File: config.mk
export PLATFORM = sky130hd
export DESIGN_NAME = sensor_timing_gen
export DESIGN_NICKNAME = d
export VERILOG_FILES = /design/src/rtl/stg_pkg.sv /design/src/rtl/stg_ctl.sv /design/src/rtl/stg_datapath.sv /design/src/rtl/sensor_timing_gen.sv
export SDC_FILE = /design/constraint.sdc
export NUM_CORES = 1
export LEC_CHECK = 0
export ABC_AREA = 0
export ABC_CLOCK_PERIOD_IN_PS = 11950
export CAP_MARGIN = 10
export CORE_MARGIN = 2
export CORE_UTILIZATION = 45
export DETAILED_ROUTE_END_ITERATION = 7
export SKIP_LAST_GASP = 1
export SLEW_MARGIN = 20
export SYNTH_ARGS = -nofsm -noshare
export SYNTH_HDL_FRONTEND = slang
export SYNTH_SLANG_ARGS = --single-unit
export TNS_END_PERCENT = 100
File: constraint.sdc
create_clock -name clk -period 11.95 [get_ports clk]
set_input_delay 2.39 -clock clk [delete_from_list [all_inputs] [get_ports clk]]
set_output_delay 2.39 -clock clk [all_outputs]
set_load 0.1 [all_outputs]
File: src/rtl/stg_pkg.sv
package stg_pkg;
  parameter int COORD_W  = 11;
  parameter int VBLANK_W = 15;
  parameter int SHUT_W   = 16;
  parameter int REG_W    = 16;
  parameter int ADDR_W   = 4;

  localparam int HCNT_W = COORD_W + 1;
  localparam int VCNT_W = VBLANK_W + 1;
  localparam logic [COORD_W-1:0] HBLANK_MIN = COORD_W'(132);
  localparam logic [REG_W-1:0]   VERSION_ID = 16'h1229;

  typedef enum logic [ADDR_W-1:0] {
    A_VERSION   = 4'd0,
    A_CONTEXT   = 4'd1,
    A_LAUNCH    = 4'd2,
    A_COL_START = 4'd3,
    A_ROW_START = 4'd4,
    A_COL_WIDTH = 4'd5,
    A_ROW_WIDTH = 4'd6,
    A_HBLANK_A  = 4'd7,
    A_VBLANK_A  = 4'd8,
    A_HBLANK_B  = 4'd9,
    A_VBLANK_B  = 4'd10,
    A_SHUTTER   = 4'd11
  } regAddr_e;

  // working geometry, context already resolved
  typedef struct packed {
    logic [COORD_W-1:0]  rowStart;
    logic [COORD_W-1:0]  colStart;
    logic [COORD_W-1:0]  rowWidth;
    logic [COORD_W-1:0]  colWidth;
    logic [COORD_W-1:0]  hBlank;
    logic [VBLANK_W-1:0] vBlank;
    logic [SHUT_W-1:0]   shutter;
  } actCfg_t;

  // strobes from raster control to datapath
  typedef struct packed {
    logic loadShadow;
    logic activeRow;
    logic activeCol;
    logic frameHead;
  } ctlStrobe_t;

  typedef struct packed {
    logic               fv;
    logic               lv;
    logic               fs;
    logic [COORD_W-1:0] rowIdx;
    logic [COORD_W-1:0] colIdx;
    logic [COORD_W-1:0] sensorRow;
    logic [COORD_W-1:0] sensorCol;
  } rasterOut_t;
endpackage

File: src/rtl/stg_ctl.sv
module stg_ctl
  import stg_pkg::*;
(
  input  logic                clk,
  input  logic                rstN,
  input  logic [COORD_W-1:0]  hBlank,
  input  logic [COORD_W-1:0]  colWidth,
  input  logic [COORD_W-1:0]  rowWidth,
  input  logic [VBLANK_W-1:0] vBlank,
  output ctlStrobe_t          strb,
  output logic [COORD_W-1:0]  rowPos,
  output logic [COORD_W-1:0]  colPos
);
  logic [HCNT_W-1:0] pixCnt;
  logic [VCNT_W-1:0] lineCnt;
  logic [HCNT_W-1:0] hTotal;
  logic [VCNT_W-1:0] vTotal;
  logic [HCNT_W:0]   pixNext;
  logic [VCNT_W:0]   lineNext;
  logic              lastPix;
  logic              lastLine;

  assign hTotal   = HCNT_W'(hBlank) + HCNT_W'(colWidth);
  assign vTotal   = VCNT_W'(rowWidth) + VCNT_W'(vBlank);
  assign pixNext  = {1'b0, pixCnt} + 1'b1;
  assign lineNext = {1'b0, lineCnt} + 1'b1;
  assign lastPix  = pixNext >= {1'b0, hTotal};
  assign lastLine = lineNext >= {1'b0, vTotal};

  always_ff @(posedge clk or negedge rstN) begin
    if (!rstN) begin
      pixCnt  <= '0;
      lineCnt <= '0;
    end else if (lastPix) begin
      pixCnt  <= '0;
      lineCnt <= lastLine ? '0 : lineNext[VCNT_W-1:0];
    end else begin
      pixCnt  <= pixNext[HCNT_W-1:0];
    end
  end

  always_comb begin
    strb.loadShadow = lastPix && lastLine;
    strb.activeRow  = lineCnt < VCNT_W'(rowWidth);
    strb.activeCol  = pixCnt >= HCNT_W'(hBlank);
    strb.frameHead  = (pixCnt == '0) && (lineCnt == '0);
  end

  assign rowPos = lineCnt[COORD_W-1:0];
  assign colPos = COORD_W'(pixCnt - HCNT_W'(hBlank));


  pix_bound_chk: assert property (@(posedge clk) disable iff (!rstN)
    pixCnt < hTotal);


  line_bound_chk: assert property (@(posedge clk) disable iff (!rstN)
    (vTotal != '0) |-> (lineCnt < vTotal));


  frame_wrap_chk: assert property (@(posedge clk) disable iff (!rstN)
    strb.loadShadow |=> (pixCnt == '0 && lineCnt == '0));
endmodule

File: src/rtl/stg_datapath.sv
module stg_datapath
  import stg_pkg::*;
#(
  parameter logic [COORD_W-1:0]  RST_ROW_START = 11'h012,
  parameter logic [COORD_W-1:0]  RST_COL_START = 11'h026,
  parameter logic [COORD_W-1:0]  RST_ROW_WIDTH = 11'h1E0,
  parameter logic [COORD_W-1:0]  RST_COL_WIDTH = 11'h284,
  parameter logic [COORD_W-1:0]  RST_HBLANK_A  = 11'h0CB,
  parameter logic [COORD_W-1:0]  RST_HBLANK_B  = 11'h0CB,
  parameter logic [VBLANK_W-1:0] RST_VBLANK_A  = 15'h000B,
  parameter logic [VBLANK_W-1:0] RST_VBLANK_B  = 15'h00CB,
  parameter logic [SHUT_W-1:0]   RST_SHUTTER   = 16'h01D6
)(
  input  logic               clk,
  input  logic               rstN,
  input  logic               wrEn,
  input  logic [ADDR_W-1:0]  wrAddr,
  input  logic [REG_W-1:0]   wrData,
  input  logic [ADDR_W-1:0]  rdAddr,
  output logic [REG_W-1:0]   rdData,
  input  ctlStrobe_t         strb,
  input  logic [COORD_W-1:0] rowPos,
  input  logic [COORD_W-1:0] colPos,
  output actCfg_t            act,
  output rasterOut_t         outBus
);
  logic [COORD_W-1:0]  pRowStart, pColStart, pRowWidth, pColWidth;
  logic [COORD_W-1:0]  pHbA, pHbB;
  logic [VBLANK_W-1:0] pVbA, pVbB;
  logic [SHUT_W-1:0]   pShut;
  logic [1:0]          pCtx;
  logic                invertLaunch;
  logic [COORD_W-1:0]  wrCoord;
  logic [COORD_W-1:0]  wrBlank;
  rasterOut_t          nextBus, posBus, negBus;

  assign wrCoord = wrData[COORD_W-1:0];
  assign wrBlank = (wrCoord < HBLANK_MIN) ? HBLANK_MIN : wrCoord;

  // pending register file
  always_ff @(posedge clk or negedge rstN) begin
    if (!rstN) begin
      pRowStart    <= RST_ROW_START;
      pColStart    <= RST_COL_START;
      pRowWidth    <= RST_ROW_WIDTH;
      pColWidth    <= RST_COL_WIDTH;
      pHbA         <= RST_HBLANK_A;
      pHbB         <= RST_HBLANK_B;
      pVbA         <= RST_VBLANK_A;
      pVbB         <= RST_VBLANK_B;
      pShut        <= RST_SHUTTER;
      pCtx         <= 2'b00;
      invertLaunch <= 1'b0;
    end else if (wrEn) begin
      case (wrAddr)
        A_CONTEXT:   pCtx         <= wrData[1:0];
        A_LAUNCH:    invertLaunch <= wrData[0];
        A_COL_START: pColStart    <= wrCoord;
        A_ROW_START: pRowStart    <= wrCoord;
        A_COL_WIDTH: pColWidth    <= wrCoord;
        A_ROW_WIDTH: pRowWidth    <= wrCoord;
        A_HBLANK_A:  pHbA         <= wrBlank;
        A_VBLANK_A:  pVbA         <= wrData[VBLANK_W-1:0];
        A_HBLANK_B:  pHbB         <= wrBlank;
        A_VBLANK_B:  pVbB         <= wrData[VBLANK_W-1:0];
        A_SHUTTER:   pShut        <= wrData[SHUT_W-1:0];
        default:     ;
      endcase
    end
  end

  // working copy, refreshed on the frame-closing edge only
  always_ff @(posedge clk or negedge rstN) begin
    if (!rstN) begin
      act.rowStart <= RST_ROW_START;
      act.colStart <= RST_COL_START;
      act.rowWidth <= RST_ROW_WIDTH;
      act.colWidth <= RST_COL_WIDTH;
      act.hBlank   <= RST_HBLANK_A;
      act.vBlank   <= RST_VBLANK_A;
      act.shutter  <= RST_SHUTTER;
    end else if (strb.loadShadow) begin
      act.rowStart <= pRowStart;
      act.colStart <= pColStart;
      act.rowWidth <= pRowWidth;
      act.colWidth <= pColWidth;
      act.hBlank   <= pCtx[0] ? pHbB : pHbA;
      act.vBlank   <= pCtx[1] ? pVbB : pVbA;
      act.shutter  <= pShut;
    end
  end

  always_comb begin
    case (rdAddr)
      A_VERSION:   rdData = VERSION_ID;
      A_CONTEXT:   rdData = REG_W'(pCtx);
      A_LAUNCH:    rdData = REG_W'(invertLaunch);
      A_COL_START: rdData = REG_W'(pColStart);
      A_ROW_START: rdData = REG_W'(pRowStart);
      A_COL_WIDTH: rdData = REG_W'(pColWidth);
      A_ROW_WIDTH: rdData = REG_W'(pRowWidth);
      A_HBLANK_A:  rdData = REG_W'(pHbA);
      A_VBLANK_A:  rdData = REG_W'(pVbA);
      A_HBLANK_B:  rdData = REG_W'(pHbB);
      A_VBLANK_B:  rdData = REG_W'(pVbB);
      A_SHUTTER:   rdData = REG_W'(pShut);
      default:     rdData = '0;
    endcase
  end

  // raster decode
  always_comb begin
    nextBus.fv = strb.activeRow;
    nextBus.lv = strb.activeRow && strb.activeCol;
    nextBus.fs = strb.frameHead;
    if (nextBus.lv) begin
      nextBus.rowIdx    = rowPos;
      nextBus.colIdx    = colPos;
      nextBus.sensorRow = act.rowStart + rowPos;
      nextBus.sensorCol = act.colStart + colPos;
    end else begin
      nextBus.rowIdx    = '0;
      nextBus.colIdx    = '0;
      nextBus.sensorRow = '0;
      nextBus.sensorCol = '0;
    end
  end

  // launch registers, one per clock edge
  always_ff @(posedge clk or negedge rstN) begin
    if (!rstN) posBus <= '0;
    else       posBus <= nextBus;
  end

  always_ff @(negedge clk or negedge rstN) begin
    if (!rstN) negBus <= '0;
    else       negBus <= nextBus;
  end

  assign outBus = invertLaunch ? negBus : posBus;


  version_const_chk: assert property (@(posedge clk) disable iff (!rstN)
    (rdAddr == A_VERSION) |-> (rdData == VERSION_ID));


  hblank_floor_chk: assert property (@(posedge clk) disable iff (!rstN)
    act.hBlank >= HBLANK_MIN);


  shadow_hold_chk: assert property (@(posedge clk) disable iff (!rstN)
    !strb.loadShadow |=> $stable(act));


  lv_inside_fv_chk: assert property (@(posedge clk) disable iff (!rstN)
    posBus.lv |-> posBus.fv);


  idx_idle_chk: assert property (@(posedge clk) disable iff (!rstN)
    !posBus.lv |-> (posBus.rowIdx == '0 && posBus.colIdx == '0));
endmodule

File: src/rtl/sensor_timing_gen.sv
module sensor_timing_gen
  import stg_pkg::*;
#(
  parameter logic [10:0] RST_ROW_WIDTH = 11'h1E0
)(
  input  logic        clk,
  input  logic        rstN,
  input  logic        wrEn,
  input  logic [3:0]  wrAddr,
  input  logic [15:0] wrData,
  input  logic [3:0]  rdAddr,
  output logic [15:0] rdData,
  output logic        frameValid,
  output logic        lineValid,
  output logic        frameStart,
  output logic [10:0] rowIdx,
  output logic [10:0] colIdx,
  output logic [10:0] sensorRow,
  output logic [10:0] sensorCol,
  output logic [15:0] shutterWidth
);
  ctlStrobe_t         strb;
  actCfg_t            act;
  rasterOut_t         outBus;
  logic [COORD_W-1:0] rowPos;
  logic [COORD_W-1:0] colPos;

  stg_ctl i_ctl (
    .clk      (clk),
    .rstN     (rstN),
    .hBlank   (act.hBlank),
    .colWidth (act.colWidth),
    .rowWidth (act.rowWidth),
    .vBlank   (act.vBlank),
    .strb     (strb),
    .rowPos   (rowPos),
    .colPos   (colPos)
  );

  stg_datapath #(.RST_ROW_WIDTH(RST_ROW_WIDTH)) i_datapath (
    .clk    (clk),
    .rstN   (rstN),
    .wrEn   (wrEn),
    .wrAddr (wrAddr),
    .wrData (wrData),
    .rdAddr (rdAddr),
    .rdData (rdData),
    .strb   (strb),
    .rowPos (rowPos),
    .colPos (colPos),
    .act    (act),
    .outBus (outBus)
  );

  assign frameValid   = outBus.fv;
  assign lineValid    = outBus.lv;
  assign frameStart   = outBus.fs;
  assign rowIdx       = outBus.rowIdx;
  assign colIdx       = outBus.colIdx;
  assign sensorRow    = outBus.sensorRow;
  assign sensorCol    = outBus.sensorCol;
  assign shutterWidth = act.shutter;
endmodule

==> metrics.cfg, run 1 <==
[critical_path]
crit_path_max_fanout=1
worst_ep_arrival_time_ps=8180
startpoint_type=register
path_class=register to output pin
crit_required_ps=9560
cp-end-kind=output pin

[route]
ant_nets=0
drtIter0Drc=701
wl_mm=42.9
via_per_inst=5.53
drc=0
drt_first_pass_iters=6
vias=11800
wl_per_cell_um=20.0

[die]
die-width_um=201
initial_core_util_pct=45.3
io_pins=106
core_sq_um=38400
std_cell_rows=72
dieArea_sq_um=40200
die_h_um=201

[yosys]
synth_xor_area_share_pct=3.22
ys_seq_area_share_pct=46.9
synth_edf_count=0
synthAdderAreaFrac_pct=7.41
synth-simple-area-share_pct=9.59
synth_top_family_by_area=multiplexers
synth_fp_nets=1646
syn_area_per_cell_sq_um=11.4
yosysUniqueCellTypes=78
syn_area_sq_um=17400
muxShareOfSynthArea_pct=18.1
yosys_warnings=0
synth_compound_area_share_pct=10.7
synthArstFlopShare_pct=100
synth_ff_type=dfrtp_1
ys_seq_elements=323
synthCells=1519

[clock_network]
postCtsSetupBuffers=0
cts.sinks=323
cts_hold_buf=0
clockRootBuffer=clkbuf_16
cts.repair.resized=0
cts_max_path_buffers=3
numCtsBuffers=37
cts_tree=yes
htree_levels=2
clkSlewWorstSetupHoldPaths_ps=50
clk_latency_ps=540

[finish]
drive_gt1_share_pct=22.6
antenna_cells=0
register_area_sq_um=8160
fin_nets=1720
final_area_sq_um=20100
fillers=3455
utilization_pct=52.4
syn_to_final_growth_pct=15.6
multi_input_area_sq_um=8540

[timing]
tns_ps=0
tightest_slew_ps=1130
setup_viol=0
hold_viol=0
rsz0062_at_grt=no
max-slew-margin-rel_pct=24.3
clock-skew-final_ps=15.1
final_max_slew_viol_count=0
fin_hold_ws_ps=490

[global_route]
grt_pass1_wl_mm=68.5
overflow=0
antenna_found_initial=0
grt_max_degree=111
grt_pass1_vias=11900
grt_usage_pct=21.5

[pwr]
power.density_nw_per_um2=278
peakVddDrop_v=0.000216
leakage_nw=9.26

[status]
outcome=finished, final reports clean

[placed_design]
io_buffers=105
gp_congestion=0.861
dpl_cell_area_sq_um=18800
hpwl_mm=30.7

[flow_run]
max_cap_violations=0

[min_path]
hold_path.class=register to register

-- area by class of cell --
class,instances,share of cell area [%]
clock buffers,56,5.90
clock inverters,12,0.635
inverters,59,1.10
multi-input cells,1048,42.5
flip-flops and latches,323,40.6
well taps,518,3.22
repair buffers,124,6.06
-- cells in the mapped netlist, types with 6 or more instances --
library cell / instances / area share (%)
xnor2_1: 32 / 1.6
a31oi_1: 22 / 0.79
dfrtn_1: 47 / 6.8
mux2_2: 156 / 10
nand2_1: 90 / 1.9
mux2_4: 52 / 4.5
nor4_1: 10 / 0.36
buf_4: 18 / 0.78
dfstp_2: 62 / 9.4
mux2_1: 6 / 0.39
buf_1: 13 / 0.28
o22ai_1: 6 / 0.22
o21ai_0: 56 / 1.6
a22o_1: 17 / 0.86
clkbuf_1: 36 / 0.78
a211oi_1: 12 / 0.52
ha_1: 95 / 6.8
inv_1: 58 / 1.3
nor2_1: 89 / 1.9
dfrtp_1: 214 / 31
nand3_1: 27 / 0.78
buf_2: 14 / 0.40
and2_1: 13 / 0.47
a22oi_1: 19 / 0.82
a21o_1: 18 / 0.78
and3_1: 10 / 0.36
nor3_1: 17 / 0.49
nand2b_1: 14 / 0.50
nand4_1: 11 / 0.40
a21oi_1: 60 / 1.7
o211ai_1: 8 / 0.35
buf_6: 7 / 0.45
nand3b_1: 8 / 0.35
xor2_1: 32 / 1.6
o21a_1: 11 / 0.47
mux2i_1: 50 / 2.9
nor2b_1: 22 / 0.79
o2111ai_1: 6 / 0.30
-- placed cells by master, fill, tap and decap left out, types with 27 or more instances in the layout --
| cell type | instances |
|---|---|
| xnor2_1 | 32 |
| mux2_4 | 52 |
| o21ai_0 | 56 |
| mux2_2 | 156 |
| ha_1 | 95 |
| inv_1 | 58 |
| clkbuf_16 | 43 |
| clkdlybuf4s50_1 | 104 |
| xor2_1 | 32 |
| nand3_1 | 27 |
| nand2_1 | 90 |
| mux2i_1 | 50 |
| dfrtp_1 | 213 |
| nor2_1 | 89 |
| dfrtn_1 | 47 |
| dfstp_2 | 62 |
| a21oi_1 | 60 |
-- layer usage --
layer	global-route usage, %	share of wire [%]	vias up
met5	0	0	-
met3	3.78	5.4	64
met1	30.8	48	5880
met4	6.53	2.5	0
li1	-	-	5612
met2	33.5	44	285
-- state kept, by name, indices dropped and copies added, names as in the netlist, 12 cells and up --
| register | count |
|---|---|
| i_datapath.act | 86 |
| i_datapath.negBus | 47 |
| i_datapath.posBus | 47 |
| i_ctl.lineCnt | 16 |
| i_datapath.pShut | 16 |
| i_datapath.pVbA | 15 |
| i_datapath.pVbB | 15 |
| i_ctl.pixCnt | 12 |
-- logic make-up (layout without fill, tap and decap cells) --
family / after synthesis / after routing
compound gates: 280 / 280
xor+xnor: 64 / 64
fa+ha+maj: 100 / 100
buf+inv: 148 / 251
flops: 323 / 323
mux: 266 / 266
simple gates: 338 / 338
-- worst paths after layout --
| kind | start | to | slack (ps) | depth (start not counted) |
|---|---|---|---|---|
| min in group asynchronous | rstN | i_datapath.act[29] | 1860 | 1 |
| min reg2reg | i_datapath.pHbB[0] | i_datapath.pHbB[0] | 490 | 2 |
| max reg2reg | i_datapath.act[31] | i_datapath.negBus[10] | 2390 | 14 |
| min | i_datapath.pHbB[0] | i_datapath.pHbB[0] | 490 | 2 |
| max | i_datapath.negBus[12] | sensorRow[1] | 1380 | 2 |
| max in group asynchronous | rstN | i_datapath.negBus[31] | 3540 | 1 |
-- stage by stage --
step	worst slack (ps)	cells	power, mW
after floorplan	2730	1519	3.84
after global placement	1940	2071	4.36
after detailed placement	1920	2071	4.41
after CTS	1350	2139	5.63
after global routing	1320	2140	5.97
final	1380	2140	5.58
-- power breakdown --
group	leakage (nW)	internal, mW	switching, mW
Clock	0.649	0.734	0.461
Combinational	4.53	0.977	1.72
Sequential	4.08	1.45	0.239
-- critical path: stages, from the launching register on --
cell             delay, ps
dfrtn_1                390
mux2_2                 150
clkdlybuf4s50_1       1130
No activity file was read; power rests on OpenSTA's default activity.
==> run 2, diff against run 1 <==
- CORE_UTILIZATION: 45 -> 55
- PLACE_DENSITY: unset -> 0.75
==> run 2 against run 1 <==
  * Critical path depth did not move
  * Sequential power is essentially flat
  * Non-clock buffer count shrank 4
  * Hold slack gained 0.52 ps
  * Combinational power is essentially flat
  * Register-to-register slack lost 90 ps
  * First-iteration DRC count rose by 25%
==> metrics.cfg, run 2 (same netlist as run 1, synthesis figures left out) <==
[global_route]
overflow=0
antenna_found_initial=0
grt_pass1_vias=12000
grt_pass1_wl_mm=66.0
grt_max_degree=129
grt_usage_pct=25.2

[pwr]
clockPowerShare_pct=19.4
total_power_mw=5.44
seq_power_share_pct=31.0
power.density_nw_per_um2=276
internal_power_mw=3.04
switchingPower_mw=2.40
swShare_pct=44.1
leakage_nw=9.14
peakVddDrop_v=0.000256
p_comb_share_pct=49.6

[die]
die_h_um=182
initial_core_util_pct=55.5
core_sq_um=31300
std_cell_rows=65
dieArea_sq_um=33100
io_pins=106
die-width_um=182

[min_path]
hold_depth=2
min_to=i_datapath.pHbB[7]
worstHoldStart=i_datapath.pHbB[7]
hold_path.class=register to register

[flow_run]
max_cap_violations=0

[clock_network]
clkSlewWorstSetupHoldPaths_ps=60
numCtsBuffers=35
clk_latency_ps=530
clockRootBuffer=clkbuf_16
htree_levels=2
cts.repair.resized=0
cts_tree=yes
postCtsSetupBuffers=0
cts.sinks=323
cts_hold_buf=0
cts_max_path_buffers=3

[placed_design]
preCtsSetupSlack_ps=1900
hpwl_mm=29.0
io_buffers=105
gp_congestion=0.893

[finish]
fin_nets=1714
multi_input_area_sq_um=8540
fillers=2453
reg.largest.list=i_datapath.act (86), i_datapath.negBus (47), i_datapath.posBus (47)
final_common_cell=dfrtp_1
regMostFlops=i_datapath.act
layout_common_cells=dfrtp_1, mux2_2, clkdlybuf4s50_1, ha_1, nand2_1
syn_to_final_growth_pct=13.5
largest_register_ffs=86
antenna_cells=0
drive_gt1_share_pct=22.3
utilization_pct=63.1
register_area_sq_um=8160

[timing]
fin_hold_ws_ps=490
clock-skew-final_ps=21.0
rsz0062_at_grt=no
max-slew-margin-rel_pct=28.1
hold_viol=0
setup_viol=0
final_max_slew_viol_count=0
worst_slack_ps=1360
tns_ps=0
tightest_slew_ps=1070

[critical_path]
worst_ep_arrival_time_ps=8200
r2r-end=i_datapath.negBus[10]
rr_worst_depth=14
startpoint_type=register
crit_path_start=i_datapath.negBus[2]
path_class=register to output pin
crit_required_ps=9560
cp-end-kind=output pin
rrSetupSlack_ps=2300
r2r_start=i_datapath.act[31]
crit_path_max_fanout=1

[route]
wl_per_cell_um=20.3
ant_nets=0
vias=12000
drt_first_pass_iters=5
via_per_inst=5.96
wl_mm=41.0
drtIter0Drc=879
drc=0

[status]
outcome=finished, final reports clean

run 2: cell count changes in the layout (fill, tap and decap cells not counted), moves of 2 or more:
cell / change
buf_4: -4
clkinvlp_4: +3
clkbuf_16: -7
clkinv_4: +2
run 2: area by class of cell:
type / instances / area share (%)
Clock buffer: 49 / 5.11
Tap cell: 402 / 2.55
Inverter: 59 / 1.12
Timing Repair Buffer: 120 / 5.98
Multi-Input combinational cell: 1048 / 43.2
Clock inverter: 15 / 0.653
Sequential cell: 323 / 41.3
run 2: worst max path at each step:
stage / to / cells after the start
5_1_grt: colIdx[1] / 2
4_1_cts: sensorCol[2] / 2
6_report: sensorCol[2] / 2
3_3_place_gp: rowIdx[6] / 2
3_5_place_dp: sensorCol[2] / 2
2_1_floorplan: i_datapath.negBus[10] / 14
run 2: power groups by stage:
stage / logic (mW) / registers (mW) / clock network [mW]
after floorplan: 2.25 / 1.59 / 0
after global placement: 2.63 / 1.68 / 0
after detailed placement: 2.68 / 1.70 / 0
after CTS: 2.70 / 1.68 / 1.08
after global routing: 2.95 / 1.72 / 1.12
final: 2.70 / 1.69 / 1.05
run 2: metal layers:
layer  vias up  track usage [%]  wire, um
met5         -                0         0
met4         0             6.50       983
met3        65             3.07      2310
met2       392             40.2     18700
met1      5962             36.7     19000
li1       5588                -         -
run 2: through the flow:
step,cells,cell area (sq um)
floorplan,1519,17400
global placement,1952,18600
detailed placement,1952,18600
CTS,2016,19700
global route,2016,19700
finish,2016,19700
run 2: critical path, stage by stage (launching register included):
cell	delay, ps
dfrtn_1	410
mux2_2	150
clkdlybuf4s50_1	1130
==> run 3, diff against run 2 <==
- ABC_CLOCK_PERIOD_IN_PS: 11950 -> 9500
- CORE_UTILIZATION: 55 -> 54
- PLACE_DENSITY: 0.75 -> 0.76
- clock period: 11.95 -> 9.5 ns (I/O delays scaled with it)
==> run 3 against run 2 <==
  * Clock skew barely moved
  * Count of clock-buffer cells in the layout shrank 2
  * Critical endpoint is now i_datapath.negBus[10]
  * Critical path depth grew 12
  * Wire length increased by 2.3%
  * Largest power group unchanged
  * Combinational power up 31%
  * Critical path type is now register to register
  * Via count increased by 0.97%
  * Utilization shrank 0.81 points
  * Sequential share of layout area up 0.11 points
==> metrics.cfg, run 3 (same netlist as run 1, synthesis figures left out) <==
[clock_network]
clockRootBuffer=clkbuf_16
cts.repair.resized=0
cts_tree=yes
cts_max_path_buffers=3
cts.sinks=323
clkSlewWorstSetupHoldPaths_ps=60
clk_latency_ps=530
cts_hold_buf=0
htree_levels=2
postCtsSetupBuffers=0
numCtsBuffers=36

[route]
wl_mm=42.0
drt_first_pass_iters=5
ant_nets=0
drtIter0Drc=723
vias=12100
via_per_inst=6.00
drc=0
wl_per_cell_um=20.8

[placed_design]
io_buffers=105
preCtsSetupSlack_ps=1240
hpwl_mm=29.5
gp_congestion=0.935

[critical_path]
worst_ep_arrival_time_ps=3920
cp-end-kind=register
cpPeakStageDelay_ps=550
r2r_start=i_datapath.act[31]
rr_worst_depth=14
crit_path_max_fanout=5
crit_required_ps=5100
startpoint_type=register
rrSetupSlack_ps=1180
critPathSlowestCell=dfstp_2
crit_chain=ha_1 > inv_1 > fa_1 > a211oi_1 > o21bai_1 > a21oi_1 > xnor2_1 > ha_1 > nand3_1 > o211ai_1 > or4_1 > nand3_1 > xor2_1 > nor2_1
path_class=register to register
r2r-end=i_datapath.negBus[10]
crit_path_start=i_datapath.act[31]
endpoint=i_datapath.negBus[10]

[global_route]
antenna_found_initial=0
grt_max_degree=161
grt_pass1_wl_mm=66.8
overflow=0
grt_usage_pct=25.3
grt_pass1_vias=12200

[pwr]
internal_power_mw=3.90
p_comb_share_pct=50.1
peakVddDrop_v=0.000255
power.density_nw_per_um2=358
seq_power_share_pct=30.2
clockPowerShare_pct=19.7
swShare_pct=44.7
switchingPower_mw=3.15
leakage_nw=9.27

[timing]
setup_viol=0
max-slew-margin-rel_pct=27.7
clock-skew-final_ps=21.4
tightest_slew_ps=1080
tns_ps=0
hold_viol=0
final_max_slew_viol_count=0
rsz0062_at_grt=no
worst_slack_ps=1180

[finish]
fillers=2419
regMostFlops=i_datapath.act
antenna_cells=0
reg.largest.list=i_datapath.act (86), i_datapath.negBus (47), i_datapath.posBus (47)
largest_register_ffs=86
layout_common_cells=dfrtp_1, mux2_2, ha_1, nand2_1, nor2_1
fin_nets=1717
final_common_cell=dfrtp_1
drive_gt1_share_pct=25.4
syn_to_final_growth_pct=13.2

[die]
die_h_um=183
die-width_um=183
initial_core_util_pct=55.0
io_pins=106
dieArea_sq_um=33700
std_cell_rows=65
core_sq_um=31600

[min_path]
hold_path.class=register to register

[flow_run]
max_cap_violations=0

[status]
outcome=finished, final reports clean

-- run 3: changes by cell type in the layout (fill, tap and decap cells not counted), moves of 2 or more --
| cell | change |
|---|---|
| clkdlybuf4s50_1 | -47 |
| clkinv_2 | +2 |
| clkbuf_8 | -3 |
| clkinvlp_4 | -2 |
| buf_4 | +49 |
| clkbuf_16 | +2 |
| clkinv_4 | +3 |
-- run 3: worst min-delay path by stage --
stage / from / end / slack (ps) / depth (start not counted)
final: i_datapath.pHbB[0] / i_datapath.pHbB[0] / 490 / 2
after CTS: i_datapath.pHbA[1] / i_datapath.pHbA[1] / 490 / 2
after floorplan: i_datapath.pHbA[1] / i_datapath.pHbA[1] / 460 / 2
after detailed placement: i_datapath.act[14] / i_datapath.act[14] / 480 / 1
after global routing: i_datapath.pHbA[1] / i_datapath.pHbA[1] / 520 / 2
after global placement: i_datapath.pHbB[3] / i_datapath.pHbB[3] / 480 / 2
-- run 3: layout make-up --
class	instances	area [sq um]	share of cell area [%]
Multi-Input combinational cell	1048	8540	43.3
Sequential cell	323	8160	41.4
Timing Repair Buffer	122	1080	5.48
Clock buffer	47	1010	5.15
Tap cell	402	503	2.55
Inverter	59	221	1.12
Clock inverter	19	178	0.902
-- run 3: per-stage QoR --
step	total power [mW]	cells	area, sq um	hold WS (ps)	utilization (%)
final	7.05	2020	19700	495	62.3
after floorplan	4.83	1519	17400	462	-
after detailed placement	5.64	1954	18500	484	58.5
after global routing	7.49	2020	19700	518	62.3
after global placement	5.51	1954	18500	475	58.5
after CTS	7.07	2020	19700	494	62.3
-- run 3: metal layers --
| metal | routed length, um | vias up | track usage (%) |
|---|---|---|---|
| li1 | - | 5605 | - |
| met1 | 19100 | 6021 | 35.8 |
| met4 | 1140 | 0 | 8.13 |
| met5 | 0 | - | 0 |
| met2 | 19200 | 410 | 40.2 |
| met3 | 2610 | 88 | 3.88 |
-- run 3: power by group through the flow --
stage / sequential [mW] / clock [mW] / combinational, mW
final: 2.13 / 1.39 / 3.53
after CTS: 2.12 / 1.42 / 3.53
after global routing: 2.17 / 1.48 / 3.84
after global placement: 2.12 / 0 / 3.39
after floorplan: 2.00 / 0 / 2.83
after detailed placement: 2.14 / 0 / 3.50
-- run 3: worst max-delay path, delay by kind of cell, from the launching register on --
family	cells	cell delay, ps
flops	1	550
compound gates	4	770
xor+xnor	2	310
fa+ha+maj	3	910
buf+inv	1	50
simple gates	4	800
